$ cat src/rtl/tws_pkg.sv
package tws_pkg;
  localparam int TWS_ADDR_W = 5;
  localparam int TWS_DATA_W = 8;

  typedef enum logic [1:0] {
    ST_CMD  = 2'd0,
    ST_WR   = 2'd1,
    ST_RD   = 2'd2,
    ST_DONE = 2'd3
  } tws_state_e;
endpackage

$ cat src/rtl/tws_sync.sv
module tws_sync #(
  parameter int WIDTH = 3
) (
  input  logic             clk,
  input  logic             rst_n,
  input  logic [WIDTH-1:0] async_in,
  output logic [WIDTH-1:0] level,
  output logic [WIDTH-1:0] rise,
  output logic [WIDTH-1:0] fall
);
  for (genvar i = 0; i < WIDTH; i++) begin : g_bit
    logic meta_q, sync_q, prev_q;
    always_ff @(posedge clk or negedge rst_n) begin
      if (!rst_n) begin
        meta_q <= 1'b0;
        sync_q <= 1'b0;
        prev_q <= 1'b0;
      end else begin
        meta_q <= async_in[i];
        sync_q <= meta_q;
        prev_q <= sync_q;
      end
    end
    assign level[i] = sync_q;
    assign rise[i]  = sync_q & ~prev_q;
    assign fall[i]  = ~sync_q & prev_q;
  end
endmodule

$ cat src/rtl/tws_engine.sv
module tws_engine
  import tws_pkg::*;
#(
  parameter int ADDR_W    = TWS_ADDR_W,
  parameter int DATA_W    = TWS_DATA_W,
  parameter int CAL_WORDS = 8,
  parameter int RAM_WORDS = 31
) (
  input  logic                       clk,
  input  logic                       rst_n,
  input  logic                       ce_s,
  input  logic                       din_s,
  input  logic                       sclk_rise,
  output logic                       drive_en,
  output logic [$clog2(DATA_W)-1:0]  bit_sel,
  output logic                       rd_load,
  output logic                       reg_space,
  output logic [ADDR_W-1:0]          reg_addr,
  output logic                       reg_wr,
  output logic [DATA_W-1:0]          reg_wdata,
  output logic                       reg_rd
);
  localparam int BIT_W = $clog2(DATA_W);
  localparam logic [BIT_W-1:0]  LAST_BIT   = BIT_W'(DATA_W - 1);
  localparam logic [ADDR_W-1:0] BURST_ADDR = '1;
  localparam logic [ADDR_W-1:0] CAL_LAST   = ADDR_W'(CAL_WORDS - 1);
  localparam logic [ADDR_W-1:0] RAM_LAST   = ADDR_W'(RAM_WORDS - 1);
  localparam int SPACE_BIT = ADDR_W + 1;
  localparam int WEN_BIT   = ADDR_W + 2;

  tws_state_e        state_q;
  logic [BIT_W-1:0]  bit_q;
  logic [DATA_W-1:0] sh_q;
  logic              wen_q, burst_q, pend_q;
  logic [ADDR_W-1:0] addr_q;

  logic [DATA_W-1:0] full_byte;
  logic [ADDR_W-1:0] cmd_addr, start_addr, last_addr, next_addr;
  logic              cmd_burst;

  always_comb begin
    full_byte = sh_q;
    full_byte[DATA_W-1] = din_s;
    cmd_addr   = full_byte[ADDR_W:1];
    cmd_burst  = (cmd_addr == BURST_ADDR);
    start_addr = cmd_burst ? '0 : cmd_addr;
    last_addr  = reg_space ? RAM_LAST : CAL_LAST;
    next_addr  = (addr_q == last_addr) ? '0 : addr_q + 1'b1;
  end

  always_ff @(posedge clk or negedge rst_n) begin
    if (!rst_n) begin
      state_q   <= ST_CMD;
      bit_q     <= '0;
      sh_q      <= '0;
      wen_q     <= 1'b0;
      burst_q   <= 1'b0;
      addr_q    <= '0;
      pend_q    <= 1'b0;
      reg_space <= 1'b0;
      reg_addr  <= '0;
      reg_wr    <= 1'b0;
      reg_wdata <= '0;
      reg_rd    <= 1'b0;
    end else begin
      reg_wr <= 1'b0;
      reg_rd <= 1'b0;
      pend_q <= reg_rd;
      if (!ce_s) begin
        state_q <= ST_CMD;
        bit_q   <= '0;
        wen_q   <= 1'b0;
        burst_q <= 1'b0;
        addr_q  <= '0;
      end else if (sclk_rise) begin
        bit_q <= bit_q + 1'b1;
        unique case (state_q)
          ST_CMD: begin
            sh_q[bit_q] <= din_s;
            if (bit_q == LAST_BIT) begin
              wen_q     <= full_byte[WEN_BIT];
              reg_space <= full_byte[SPACE_BIT];
              burst_q   <= cmd_burst;
              addr_q    <= start_addr;
              if (full_byte[0]) begin
                state_q  <= ST_RD;
                reg_rd   <= 1'b1;
                reg_addr <= start_addr;
              end else begin
                state_q  <= ST_WR;
              end
            end
          end
          ST_WR: begin
            sh_q[bit_q] <= din_s;
            if (bit_q == LAST_BIT) begin
              if (wen_q) begin
                reg_wr    <= 1'b1;
                reg_wdata <= full_byte;
                reg_addr  <= addr_q;
              end
              if (burst_q && addr_q != last_addr) addr_q <= addr_q + 1'b1;
              else state_q <= ST_DONE;
            end
          end
          ST_RD: begin
            if (bit_q == LAST_BIT && burst_q) begin
              addr_q   <= next_addr;
              reg_rd   <= 1'b1;
              reg_addr <= next_addr;
            end
          end
          default: ;
        endcase
      end
    end
  end

  assign drive_en = ce_s && (state_q == ST_RD);
  assign bit_sel  = bit_q;
  assign rd_load  = pend_q;

  p_wr_gated_r3: assert property (@(posedge clk) disable iff (!rst_n)
    reg_wr |-> wen_q);
  p_wr_one_cycle_r7: assert property (@(posedge clk) disable iff (!rst_n)
    reg_wr |=> !reg_wr);
  p_burst_in_range_r10: assert property (@(posedge clk) disable iff (!rst_n)
    (reg_wr || reg_rd) |-> (reg_addr <= last_addr));
endmodule

$ cat src/rtl/tws_txport.sv
module tws_txport #(
  parameter int DATA_W = 8
) (
  input  logic                      clk,
  input  logic                      rst_n,
  input  logic                      drive_en,
  input  logic                      sclk_rise,
  input  logic                      sclk_fall,
  input  logic [$clog2(DATA_W)-1:0] bit_sel,
  input  logic                      load,
  input  logic [DATA_W-1:0]         load_data,
  output logic                      dout,
  output logic                      oe
);
  logic [DATA_W-1:0] byte_q;

  always_ff @(posedge clk or negedge rst_n) begin
    if (!rst_n) begin
      byte_q <= '0;
      dout   <= 1'b0;
      oe     <= 1'b0;
    end else begin
      if (load) byte_q <= load_data;
      if (!drive_en || sclk_rise) begin
        oe <= 1'b0;
      end else if (sclk_fall) begin
        oe   <= 1'b1;
        dout <= byte_q[bit_sel];
      end
    end
  end

  p_release_on_rise_r6: assert property (@(posedge clk) disable iff (!rst_n)
    sclk_rise |=> !oe);
  p_launch_on_fall_r4: assert property (@(posedge clk) disable iff (!rst_n)
    $rose(oe) |-> $past(sclk_fall));
  p_dout_held_r4: assert property (@(posedge clk) disable iff (!rst_n)
    !sclk_fall |=> $stable(dout));
endmodule

$ cat src/rtl/tws_slave.sv
module tws_slave
  import tws_pkg::*;
#(
  parameter int ADDR_W    = TWS_ADDR_W,
  parameter int DATA_W    = TWS_DATA_W,
  parameter int CAL_WORDS = 8,
  parameter int RAM_WORDS = 31
) (
  input  logic              clk,
  input  logic              rst_n,
  input  logic              ser_ce,
  input  logic              ser_sclk,
  input  logic              ser_din,
  output logic              ser_dout,
  output logic              ser_oe,
  output logic              reg_space,
  output logic [ADDR_W-1:0] reg_addr,
  output logic              reg_wr,
  output logic [DATA_W-1:0] reg_wdata,
  output logic              reg_rd,
  input  logic [DATA_W-1:0] reg_rdata
);
  localparam int BIT_W = $clog2(DATA_W);
  localparam int IDX_CE = 0, IDX_CK = 1, IDX_DI = 2;

  logic [2:0] lvl, rise, fall;
  logic drive_en, rd_load;
  logic [BIT_W-1:0] bit_sel;

  tws_sync #(.WIDTH(3)) u_sync (
    .clk(clk), .rst_n(rst_n),
    .async_in({ser_din, ser_sclk, ser_ce}),
    .level(lvl), .rise(rise), .fall(fall)
  );

  tws_engine #(
    .ADDR_W(ADDR_W), .DATA_W(DATA_W),
    .CAL_WORDS(CAL_WORDS), .RAM_WORDS(RAM_WORDS)
  ) u_engine (
    .clk(clk), .rst_n(rst_n),
    .ce_s(lvl[IDX_CE]), .din_s(lvl[IDX_DI]), .sclk_rise(rise[IDX_CK]),
    .drive_en(drive_en), .bit_sel(bit_sel), .rd_load(rd_load),
    .reg_space(reg_space), .reg_addr(reg_addr), .reg_wr(reg_wr),
    .reg_wdata(reg_wdata), .reg_rd(reg_rd)
  );

  tws_txport #(.DATA_W(DATA_W)) u_tx (
    .clk(clk), .rst_n(rst_n),
    .drive_en(drive_en), .sclk_rise(rise[IDX_CK]), .sclk_fall(fall[IDX_CK]),
    .bit_sel(bit_sel), .load(rd_load), .load_data(reg_rdata),
    .dout(ser_dout), .oe(ser_oe)
  );

  p_quiet_when_idle_r1: assert property (@(posedge clk) disable iff (!rst_n)
    !lvl[IDX_CE] |=> (!ser_oe && !reg_wr && !reg_rd));
endmodule

$ cat config.mk
export PLATFORM = sky130hd
export DESIGN_NAME = tws_slave
export DESIGN_NICKNAME = d
export VERILOG_FILES = /design/src/rtl/tws_pkg.sv /design/src/rtl/tws_sync.sv /design/src/rtl/tws_engine.sv /design/src/rtl/tws_txport.sv /design/src/rtl/tws_slave.sv
export SDC_FILE = /design/constraint.sdc
export NUM_CORES = 1
export LEC_CHECK = 0
export ABC_AREA = 0
export BUFFER_PORTS_ARGS = -buffer_cell sky130_fd_sc_hd__buf_2
export CAP_MARGIN = 25
export CORE_ASPECT_RATIO = 1.1
export CORE_MARGIN = 1.5
export CORE_UTILIZATION = 38
export CTS_BUF_LIST = sky130_fd_sc_hd__clkbuf_16
export DETAILED_ROUTE_END_ITERATION = 16
export GPL_TIMING_DRIVEN = 0
export RECOVER_POWER = 100
export SLEW_MARGIN = 10
export SYNTH_ARGS = -nofsm -noshare
export SYNTH_HDL_FRONTEND = slang
export SYNTH_HIERARCHICAL = 1
export SYNTH_SLANG_ARGS = --single-unit
export TNS_END_PERCENT = 50
$ cat constraint.sdc
create_clock -name clk -period 1.96 [get_ports clk]
set_input_delay 0.196 -clock clk [delete_from_list [all_inputs] [get_ports clk]]
set_output_delay 0.196 -clock clk [all_outputs]
set_load 0.02 [all_outputs]
== After elaboration in Yosys (flattened, before gate mapping) ==
Index checks and enable logic that the tools add are counted.

* Register bits after elaboration: 54
* Bits of input ports: 13

* Add/subtract/negate cells: 2
* Magnitude comparators: 2
* Equality and inequality tests: 21
* Mux-type cells: 50
* Bitwise operators: 5
* Reduce and logical (&&, ||, !) cells: 18

{| class="wikitable"
|+ Operators by type and width
! cell !! number
|-
| $mux W5 || 13
|-
| $pmux W5 S3 || 2
|-
| $mux W1 || 22
|-
| $ne A2 B1 Y1 const B || 8
|-
| $mux W2 || 6
|-
| $ne A3 B2 Y1 const B || 4
|-
| $reduce_and A5 Y1 || 2
|-
| $bwmux W8 || 1
|-
| $reduce_and A8 Y1 || 1
|-
| $mux W3 || 2
|-
| $reduce_and A3 Y1 || 2
|-
| $reduce_and A6 Y1 || 1
|-
| $add A5 B1 Y5 const B || 1
|-
| $eq A5 B5 Y1 || 1
|-
| $eq A5 B5 Y1 const B || 1
|-
| $ne A5 B5 Y1 || 1
|-
| $logic_and A1 B1 Y1 || 4
|-
| $lt A3 B4 Y1 const B || 1
|-
| $ne A4 B1 Y1 const B || 1
|-
| $pmux W2 S2 || 1
|-
| $reduce_and A4 Y1 || 1
|-
| $add A3 B1 Y3 const B || 1
|-
| $bmux W1 S3 || 1
|-
| $demux W1 S3 || 1
|-
| 16 further kinds || 19
|}

== Depth between registers and ports, before layout ==
Gate-level depths: netlist of run 1.

* Word-level depth: 8
* Mapped depth: 7

== Hierarchy ==
The synthesis of run 1 kept the hierarchy.

{| class="wikitable"
|+ Modules (own cells, without submodules)
! module !! instances !! cells each !! area an instance (µm²) !! sequential area each (µm²)
|-
| tws_engine || 1 || 194 || 2030.7 || 900.9
|-
| tws_txport || 1 || 30 || 445.4 || 250.2
|-
| tws_sync || 1 || 18 || 285.3 || 225.2
|}

== Worst setup path before layout of run 1 ==
No wires, ideal clock.

* Path kind: reg-to-reg
* Start point: register u_engine.bit_q[1] (netlist: u_engine/bit_sel[1])
* End point: register u_engine.addr_q[4]
* Setup time: 0.120 ns
* Arrival: 1.827 ns
* Required time: 1.840 ns
* Slack: 0.013 ns
* Stages on the path, launching flop included: 8
* Buffers on the path: 0
* Path through: dfrtp_1 ha_1 ha_1 nand2_1 or4_4 a21oi_1 o21ai_1 o211a_1

* Cells in the longest elaborated chain, start to end: 4

{| class="wikitable"
|+ Ends and longest elaborated chain
! what !! line !! source
|-
| start: declaration || tws_engine.sv:32 || <nowiki>logic [BIT_W-1:0] bit_q;</nowiki>
|-
| start signal: assignment || tws_engine.sv:76 || <nowiki>bit_q <= bit_q + 1'b1;</nowiki>
|-
| $eq A3 B3 Y1 (*) || tws_engine.sv:80, tws_engine.sv:96, tws_engine.sv:107 ||
|-
| $logic_and A1 B1 Y1 || tws_engine.sv:107 || <nowiki>if (bit_q == LAST_BIT && burst_q) begin</nowiki>
|-
| $ne A3 B2 Y1 (no line) || -- ||
|-
| $reduce_and A6 Y1 (no line) (*) || -- ||
|-
| end signal: assignment || tws_engine.sv:84 || <nowiki>addr_q <= start_addr;</nowiki>
|-
| end signal: assignment || tws_engine.sv:102 || <nowiki>if (burst_q && addr_q != last_addr) addr_q <= addr_q + 1'b1;</nowiki>
|-
| end signal: assignment || tws_engine.sv:108 || <nowiki>addr_q <= next_addr;</nowiki>
|-
| end: declaration || tws_engine.sv:35 || <nowiki>logic [ADDR_W-1:0] addr_q;</nowiki>
|}

Every way passes the cells marked *; elsewhere a longest branch is shown, timed or not.
A chain may end at the register's enable or synchronous reset.

== Final worst setup path of run 1 ==
* Start point: register u_engine.state_q[0]
* End point: register u_engine.addr_q[2]

* Cells in the longest elaborated chain, start to end: 4

{| class="wikitable"
|+ Ends and longest elaborated chain
! what !! line !! source
|-
| start: declaration || tws_engine.sv:31 || <nowiki>tws_state_e state_q;</nowiki>
|-
| start signal: assignment || tws_engine.sv:53 || <nowiki>state_q <= ST_CMD;</nowiki>
|-
| start signal: assignment || tws_engine.sv:70 || <nowiki>state_q <= ST_CMD;</nowiki>
|-
| start signal: assignment || tws_engine.sv:86 || <nowiki>state_q <= ST_RD;</nowiki>
|-
| $eq A2 B2 Y1, or another cell as far along || tws_engine.sv:77 || <nowiki>unique case (state_q)</nowiki>
|-
| $pmux W5 S3 || tws_engine.sv:77 ||
|-
| $mux W5 || tws_engine.sv:75 || <nowiki>end else if (sclk_rise) begin</nowiki>
|-
| $mux W5 || tws_engine.sv:69 || <nowiki>if (!ce_s) begin</nowiki>
|}

Several ways; a longest one is shown, not always the timed one. The select of a mux whose other input is x is not followed.

==> run summary, run 1 <==
Post-Place Worst Slack: -0.2077 ns
setup ws final: 0.09169 ns
Final Setup Violations: 0
clock tree buffer depth: 2
clock slew at reported path FFs: 0.07 ns
Buf/Inv on CP: 1
Max-cap violations: 0
number of H-tree levels: 2
CP endpoint kind: flop
synth warn: 6
CP startpoint kind: flop
post-layout power: 0.002606 W
worst hold path type: in -> reg
Mean Syn Cell Area: 11.40 sq um
IO Count: 31
critical path cell sequence: inv_1 -> ha_1 -> mux2i_1 -> o32a_1 -> nand2_4 -> a32oi_1 -> o21ai_0
kind of critical path: reg -> reg
CP peak stage delay: 0.44 ns
delay-heaviest family, CP: compound AO/OA/AOI/OAI gates
core box area: 6710 sq um
vias: 1930
initial antenna violation count: 0
Final ANT Viol Nets: 0
Power Density: 823.0 nW/um^2
CTS tree: done
fmax: 535.2 MHz
Slew HR: 30.81%
drt first pass iters: 4
worst path arrival time: 2.03 ns
most frequent cells in the layout: dfrtp_1, mux2_2, clkbuf_1
die height: 91.06 microns
Crit path required time: 2.12 ns
total CTS buffers: 5
outcome: finished clean
met3 wire length: 192 microns
final max-slew violation count: 0
Ant. Diodes: 0
clk_lat worst skew: 0.28 ns
Final Wtd Congestion: 0.8761
Post-Syn Nets: 255
area grow syn2layout: 18.22%
RSZ-0062 raised after global routing: false
Starting DRT DRC Count: 97
GRT Overall Usage: 15.07%
first-pass GRT wire length: 9.342 mm
IO buf count: 30
Mapped Cells: 235
Tcrit/Tclk final: 95.32%
starting density of the core: 39.92%
final WL: 5.313 mm
grt total ovfl: 0
routed len/inst: 14.84 microns
Die W: 83.06 microns
Met1 Wirelength: 2.575 mm
Setup Skew: 0.007054 ns
site row count: 31
Top Layer Used: met4
HPWL Detailed: 3.819 mm
Worst path slowest cell: dfrtp_2
nets@finish: 296
worst slew pin tran: 1.038 ns
drc violations: 0
vias per cell: 5.391
most common cell after layout, fill and taps aside: dfrtp_1
Post-Syn Area: 2679 sq um
share of cells above drive strength 1: 28.99%
largest net degree at the start of global routing: 37
routed wl met2: 2.494 mm
Die Footprint: 7563 sq um
final hold vios: 0
Final min period: 1.868 ns
Leakage Power: 1.408 nW
CTS Sinks: 53
Root Buffer: clkbuf_16
critical path peak fanout: 8
worst vdd ir: 0.4122 mV
via count of the first global-routing pass: 1915
-- timing repair --
item,4_1_cts,5_1_grt
endpoints found under the hold margin,17,0
resized for setup,7,17
hold buffers,1,0
setup endpoints to repair,19,23
buffers inserted,3,0
pin swaps,1,1
cloned,0,0
-- metrics by stage --
step           hold slack [ns]  instance area, sq um  util (%)   TNS, ns  instances
2_1_floorplan         -0.09959                  2679         -         0        235
3_3_place_gp            0.3039                  2932     43.69    -2.048        347
3_5_place_dp            0.1690                  2952     43.99    -2.164        348
4_1_cts                0.01263                  3127     46.60  -0.04424        359
5_1_grt               0.003529                  3167     47.19         0        358
6_report               0.01905                  3167     47.19         0        358
-- area by class of cell --
type,instances,area [sq um]
Tap cell,82,102.6
Multi-Input combinational cell,164,1318
Buffer,11,80.08
Clock inverter,2,7.507
Timing Repair Buffer,35,178.9
Fill cell,645,3543
Sequential cell,53,1331
Inverter,6,23.77
Clock buffer,5,125.1
-- worst reg2reg max path, cell delays in order (launching register included) --
cell,delay (ns)
dfrtp_2,0.44
inv_1,0.13
ha_1,0.26
mux2i_1,0.22
o32a_1,0.29
nand2_4,0.12
a32oi_1,0.20
o21ai_0,0.10
-- path summary, 6_finish.rpt --
check / from / end / slack, ns / cells after the start
max: u_engine/state_q[0] / u_engine/addr_q[2] / 0.09 / 7
min: ser_din / u_sync/g_bit[2].meta_q / 0.02 / 1
max reg2reg: u_engine/state_q[0] / u_engine/addr_q[2] / 0.09 / 7
min reg2reg: u_sync/g_bit[0].meta_q / u_sync/g_bit[0].sync_q / 0.35 / 0
max in group asynchronous: rst_n / u_engine/bit_sel[1] / 0.62 / 3
min in group asynchronous: rst_n / u_tx/byte_q[6] / 0.61 / 2
-- report_power, final --
group          total [W]  internal [W]  switching [W]
logic           0.000575      0.000233       0.000342
clock network   0.000819      0.000458       0.000361
registers        0.00121       0.00115      0.0000644
-- registers in the layout, indices dropped and copies added, names as in the netlist --
register             cells
u_engine/addr_q          5
u_engine/reg_rd          1
u_sync/g_bit.prev_q      1
u_engine/rd_load         1
u_sync/g_bit.sync_q      3
u_engine/burst_q         1
u_tx/oe                  1
u_engine/sh_q            7
u_sync/g_bit.meta_q      3
u_engine/reg_wr          1
u_engine/reg_wdata       8
u_tx/byte_q              8
u_engine/wen_q           1
u_engine/state_q         2
u_tx/dout                1
u_engine/bit_sel         3
u_engine/reg_addr        5
u_engine/reg_space       1
-- per-layer routing --
layer,vias up,global-route usage (%)
li1,930,-
met1,954,21.51
met2,42,23.78
met3,4,2.636
met4,0,3.889
met5,-,0
Note: power is estimated with default switching activity, not from simulation.
==> run 2, diff against run 1 <==
--- a/config.mk
+++ b/config.mk
@@ -15,6 +15,7 @@
 export DETAILED_ROUTE_END_ITERATION = 16
 export GPL_TIMING_DRIVEN = 0
 export RECOVER_POWER = 100
+export SETUP_SLACK_MARGIN = 0.5
 export SLEW_MARGIN = 10
 export SYNTH_ARGS = -nofsm -noshare
 export SYNTH_HDL_FRONTEND = slang
==> run summary, run 2 (same netlist as run 1, synthesis figures left out) <==
Gate power share: 24.4% (+2.3 points)
CTS tree: done
Final min period: 1.841 ns (-0.02747 ns)
Final Wtd Congestion: 0.8651 (-1.3%)
Min Hold Slack: 0.008756 ns (-0.01029 ns)
Crit path required time: 2.14 ns (+0.02 ns)
share of cells above drive strength 1: 37.93% (+8.9 points)
vias: 1950 (+1.0%)
final max-slew violation count: 0 (unchanged)
worst path arrival time: 2.02 ns (about the same)
most frequent cells in the layout: dfrtp_1, mux2_2, clkbuf_1
Ant. Diodes: 0 (unchanged)
hold path startpoint: ser_din
largest net degree at the start of global routing: 33 (-11%)
CP peak stage delay: 0.42 ns (-0.02 ns)
fmax: 543.2 MHz (+1.5%)
CTS Sinks: 53 (unchanged)
Worst path slowest cell: dfrtp_2
clock tree buffer depth: 2 (unchanged)
Setup Skew: 0.003785 ns (-0.003269 ns)
IO buf count: 30 (unchanged)
Post-Layout Cell Count: 372 (+3.9%)
worst hold path type: in -> reg
Worst R2R Start: u_engine/state_q[0]
number of H-tree levels: 2 (unchanged)
outcome: finished clean
Leakage Power: 1.506 nW (+7.0%)
Root Buffer: clkbuf_16
Die Footprint: 7563 sq um (unchanged)
dpl cells: 348 (unchanged)
drc violations: 0 (unchanged)
clock slew at reported path FFs: 0.07 ns (about the same)
clk_lat worst skew: 0.29 ns (about the same)
GRT Overall Usage: 16.30% (+1.2 points)
kind of critical path: reg -> reg
Placed Area: 3078 sq um (+4.3%)
Starting DRT DRC Count: 98 (+1.0%)
initial antenna violation count: 0 (unchanged)
Tcrit/Tclk final: 93.92% (-1.4 points)
area grow syn2layout: 28.35%
Sw Pwr: 0.0008735 W (+14%)
Switching Fraction: 28.06% (-1.4 points)
site row count: 31 (unchanged)
sequential share of power: 39.0% (-7.5 points)
critical path peak fanout: 7 (-1)
clock power share: 36.5% (+5.1 points)
Power Density: 905.5 nW/um^2 (+10%)
nets@finish: 309 (+4.4%)
crit path from: u_engine/state_q[0]
CP startpoint kind: flop
CP endpoint kind: flop
core box area: 6710 sq um (unchanged)
HPWL Detailed: 3.933 mm (+3.0%)
Final ANT Viol Nets: 0 (unchanged)
first-pass GRT wire length: 10.03 mm (+7.4%)
Finished Cell Area: 3438 sq um (+8.6%)
grt total ovfl: 0 (unchanged)
drt first pass iters: 4 (unchanged)
biggest regs: u_engine/reg_wdata x8, u_tx/byte_q x8, u_engine/sh_q x7
routed len/inst: 15.64 microns (+5.4%)
IO Count: 31 (unchanged)
Final Setup Violations: 0 (unchanged)
Max-cap violations: 0 (unchanged)
critical path cell sequence: inv_2 -> ha_4 -> nor2b_4 -> a2111oi_4 -> o211ai_1 -> clkbuf_2 -> mux2_2
Die W: 83.06 microns (unchanged)
Slew HR: 40.89% (+10 points)
most common cell after layout, fill and taps aside: dfrtp_1
Fill cells: 603 (-6.5%)
total CTS buffers: 5 (unchanged)
vias per cell: 5.242 (-2.8%)
worst slew pin tran: 0.8867 ns (-0.1511 ns)
starting density of the core: 39.92% (unchanged)
final hold vios: 0 (unchanged)
worst vdd ir: 0.5348 mV (+30%)
internal cell power: 0.002240 W (+22%)
final WL: 5.818 mm (+9.5%)
die height: 91.06 microns (unchanged)
via count of the first global-routing pass: 1983 (+3.6%)
RSZ-0062 raised after global routing: true
run 2: final cells by class:
class,count,area (sq um),area share (%)
Buffer,12,83.83,2.438
Clock buffer,5,125.1,3.639
Clock inverter,3,68.82,2.001
Inverter,6,27.53,0.8006
Multi-Input combinational cell,164,1413,41.08
Sequential cell,53,1333,38.76
Tap cell,82,102.6,2.984
Timing Repair Buffer,47,285.3,8.297
run 2: through the flow:
stage	util (%)	setup TNS, ns	total power (W)	worst slack, ns
4_1_cts	51.39	0	0.003139	0.1782
2_1_floorplan	-	0	0.001631	0.2678
3_5_place_dp	45.87	-0.07322	0.001797	-0.03924
5_1_grt	51.24	0	0.003264	0.05543
3_3_place_gp	45.46	-0.1598	0.001797	-0.08555
6_report	51.24	0	0.003113	0.1192
run 2: routing by layer:
layer | wire (microns) | global-route usage, % | vias up
li1 | - | - | 962
met1 | 2765 | 21.99 | 954
met2 | 2822 | 27.17 | 27
met3 | 135 | 2.909 | 7
met4 | 95 | 4.167 | 0
met5 | 0 | 0 | -
run 2: worst paths after layout:
| path | to | slack (ns) | depth (start not counted) |
|---|---|---|---|
| max | u_engine/reg_addr[2] | 0.12 | 7 |
| min | u_sync/g_bit[2].meta_q | 0.009 | 1 |
| max reg2reg | u_engine/reg_addr[2] | 0.12 | 7 |
| min reg2reg | u_sync/g_bit[0].sync_q | 0.35 | 0 |
| max in group asynchronous | u_engine/addr_q[4] | 1.33 | 1 |
| min in group asynchronous | u_sync/g_bit[1].prev_q | 0.02 | 1 |
run 2: worst max-delay path, delay by kind of cell, from the launching register on:
kind,cells,cell delay (ns)
AOI/OAI and AO/OA,2,0.45
adders and majority gates,1,0.18
buffers and inverters,2,0.27
DFF,1,0.42
muxes,1,0.29
and+or+nand+nor,1,0.13
run 2: timing repair:
item / CTS / global route
buffers inserted: 14 / 1
endpoints found under the setup margin: 36 / 29
gates cloned: 0 / 0
resized for setup: 19 / 14
hold buffers: 0 / 1
hold endpoints to repair: 0 / 1
pin swaps: 8 / 8
run 2: power groups by stage:
stage | clock (W) | sequential (W) | combinational (W)
floorplan | 0 | 0.00123 | 0.000402
CTS | 0.00118 | 0.00121 | 0.000751
finish | 0.00114 | 0.00122 | 0.000760
global route | 0.00121 | 0.00122 | 0.000830
detailed placement | 0 | 0.00124 | 0.000562
global placement | 0 | 0.00124 | 0.000562
==> run 3, diff against run 2 <==
--- a/config.mk
+++ b/config.mk
@@ -7,8 +7,7 @@
 export LEC_CHECK = 0
 export ABC_AREA = 0
 export BUFFER_PORTS_ARGS = -buffer_cell sky130_fd_sc_hd__buf_2
-export CAP_MARGIN = 25
-export CORE_ASPECT_RATIO = 1.1
+export CAP_MARGIN = 10
 export CORE_MARGIN = 1.5
 export CORE_UTILIZATION = 38
 export CTS_BUF_LIST = sky130_fd_sc_hd__clkbuf_16
==> constraint.sdc (replaced) <==
create_clock -name clk -period 1.96 [get_ports clk]
set_input_delay 0.196 -clock clk [delete_from_list [all_inputs] [get_ports clk]]
set_output_delay 0.196 -clock clk [all_outputs]
set_load 0.01 [all_outputs]
==> run summary, run 3 (same netlist as run 1, synthesis figures left out) <==
outcome: finished clean
Final Setup Violations: 0 (unchanged)
starting density of the core: 39.43% (-0.49 points)
site row count: 30 (-3.2%)
CTS Sinks: 53 (unchanged)
vias per cell: 5.058 (-3.5%)
IO Count: 31 (unchanged)
Final Wtd Congestion: 0.8607 (-0.51%)
CTS tree: done
grt total ovfl: 0 (unchanged)
Max-cap violations: 0 (unchanged)
share of cells above drive strength 1: 39.26% (+1.3 points)
Power Density: 814.9 nW/um^2 (-10%)
GRT Max-Usage Layer: met2
via count of the first global-routing pass: 1975 (-0.40%)
post-layout power: 0.002795 W (-10%)
Final min period: 1.819 ns (-0.02192 ns)
biggest regs: u_engine/reg_wdata x8, u_tx/byte_q x8, u_engine/sh_q x7
die height: 86.96 microns (-4.5%)
HPWL Detailed: 3.756 mm (-4.5%)
most frequent cells in the layout: dfrtp_1, mux2_2, buf_4
routed len/inst: 14.45 microns (-7.6%)
Die Footprint: 7562 sq um (about the same)
register area: 1331 sq um (about the same)
worst path arrival time: 2.00 ns (-0.02 ns)
clock tree buffer depth: 2 (unchanged)
Starting DRT DRC Count: 115 (+17%)
critical path cell sequence: nor4b_2 -> o21ai_4 -> a32oi_1 -> o21ai_0 -> mux2_2
drt first pass iters: 4 (unchanged)
Min Hold Slack: 0.01070 ns (+0.001940 ns)
Root Buffer: clkbuf_16
Crit path required time: 2.14 ns (about the same)
largest net degree at the start of global routing: 54 (+64%)
IO buf count: 30 (unchanged)
most common cell after layout, fill and taps aside: dfrtp_1
CP endpoint kind: flop
Placed Area: 3067 sq um (-0.37%)
GRT Overall Usage: 16.57% (+0.26 points)
final hold vios: 0 (unchanged)
core box area: 6794 sq um (+1.2%)
RSZ-0062 raised after global routing: true
Fill cells: 624 (+3.5%)
clk_lat worst skew: 0.29 ns (about the same)
critical path peak fanout: 6 (-1)
CP peak stage delay: 0.47 ns (+0.05 ns)
final max-slew violation count: 0 (unchanged)
Setup Skew: 0.006216 ns (+0.002431 ns)
worst slew pin tran: 1.334 ns (+0.4472 ns)
fmax: 549.8 MHz (+1.2%)
CTS Hold Bufs: 0 (unchanged)
clock slew at reported path FFs: 0.07 ns (about the same)
drc violations: 0 (unchanged)
Worst path slowest cell: nor4b_2
first-pass GRT wire length: 9.749 mm (-2.8%)
Die W: 86.96 microns (+4.7%)
kind of critical path: reg -> reg
initial antenna violation count: 0 (unchanged)
Leakage Power: 1.523 nW (+1.1%)
Tcrit/Tclk final: 92.80% (-1.1 points)
CP startpoint kind: flop
Slew HR: 11.07% (-30 points)
area occupied by multi-input gates: 1386 sq um (-1.9%)
worst vdd ir: 0.4635 mV (-13%)
area grow syn2layout: 28.02%
met1 usage: 22.77% (+0.78 points)
number of H-tree levels: 2 (unchanged)
vias: 1993 (+2.2%)
nets@finish: 317 (+2.6%)
Finished Cell Area: 3430 sq um (-0.25%)
grt met2 use: 26.57% (-0.60 points)
final WL: 5.693 mm (-2.1%)
total CTS buffers: 5 (unchanged)
grt met3 use: 3.223% (+0.31 points)
worst hold path type: in -> reg
Final ANT Viol Nets: 0 (unchanged)
Ant. Diodes: 0 (unchanged)
==> run 3: metrics by stage <==
stage	worst slack, ns	util (%)	setup TNS [ns]	std cells
final	0.1411	50.48	0	394
after global routing	0.05584	50.48	0	394
after CTS	0.1934	50.70	0	390
after detailed placement	-0.1153	45.14	-0.2224	361
after global placement	-0.09538	45.14	-0.1777	361
after floorplan	0.2678	-	0	235
==> run 3: cell type report <==
type	count	share of cell area [%]
well taps	96	3.502
clock buffers	5	3.648
multi-input cells	164	40.42
plain buffers	12	2.627
inverters	6	0.8756
clock inverters	3	0.5108
flip-flops and latches	53	38.82
repair buffers	55	9.595
==> run 3: timing repair <==
action / CTS / global route
setup endpoints to repair: 36 / 29
gates resized for setup: 22 / 4
pin swaps: 10 / 4
setup buffers: 21 / 4
==> run 3: power breakdown <==
group	total [W]	internal, W	switching (W)
Sequential	0.00121	0.00115	0.0000655
Combinational	0.000729	0.000322	0.000407
Clock	0.000853	0.000469	0.000384
Total	0.00279	0.00194	0.000857
==> run 3: critical path: cells and delay by family, from the launching register on <==
family / cells / cell delay, ns
simple gates: 1 / 0.47
mux: 1 / 0.28
flops: 1 / 0.44
compound gates: 3 / 0.52
==> run 3: metal layers <==
metal | up-vias | routed length (microns)
met5 | - | 0
met4 | 0 | 85
met3 | 9 | 163
met2 | 31 | 2664
met1 | 971 | 2779
li1 | 982 | -
==> run 3: final timing paths <==
path                                         from                     end  slack [ns]  depth (start not counted)
max in group asynchronous                   rst_n     u_engine/bit_sel[2]        0.87                          1
hold reg to reg            u_sync/g_bit[1].meta_q  u_sync/g_bit[1].sync_q        0.35                          0
setup reg to reg               u_engine/reg_space    u_engine/reg_addr[3]        0.14                          5
min in group asynchronous                   rst_n      u_engine/addr_q[3]        0.19                          1
setup / recovery               u_engine/reg_space    u_engine/reg_addr[3]        0.14                          5
hold / removal                           ser_sclk  u_sync/g_bit[1].meta_q        0.01                          1
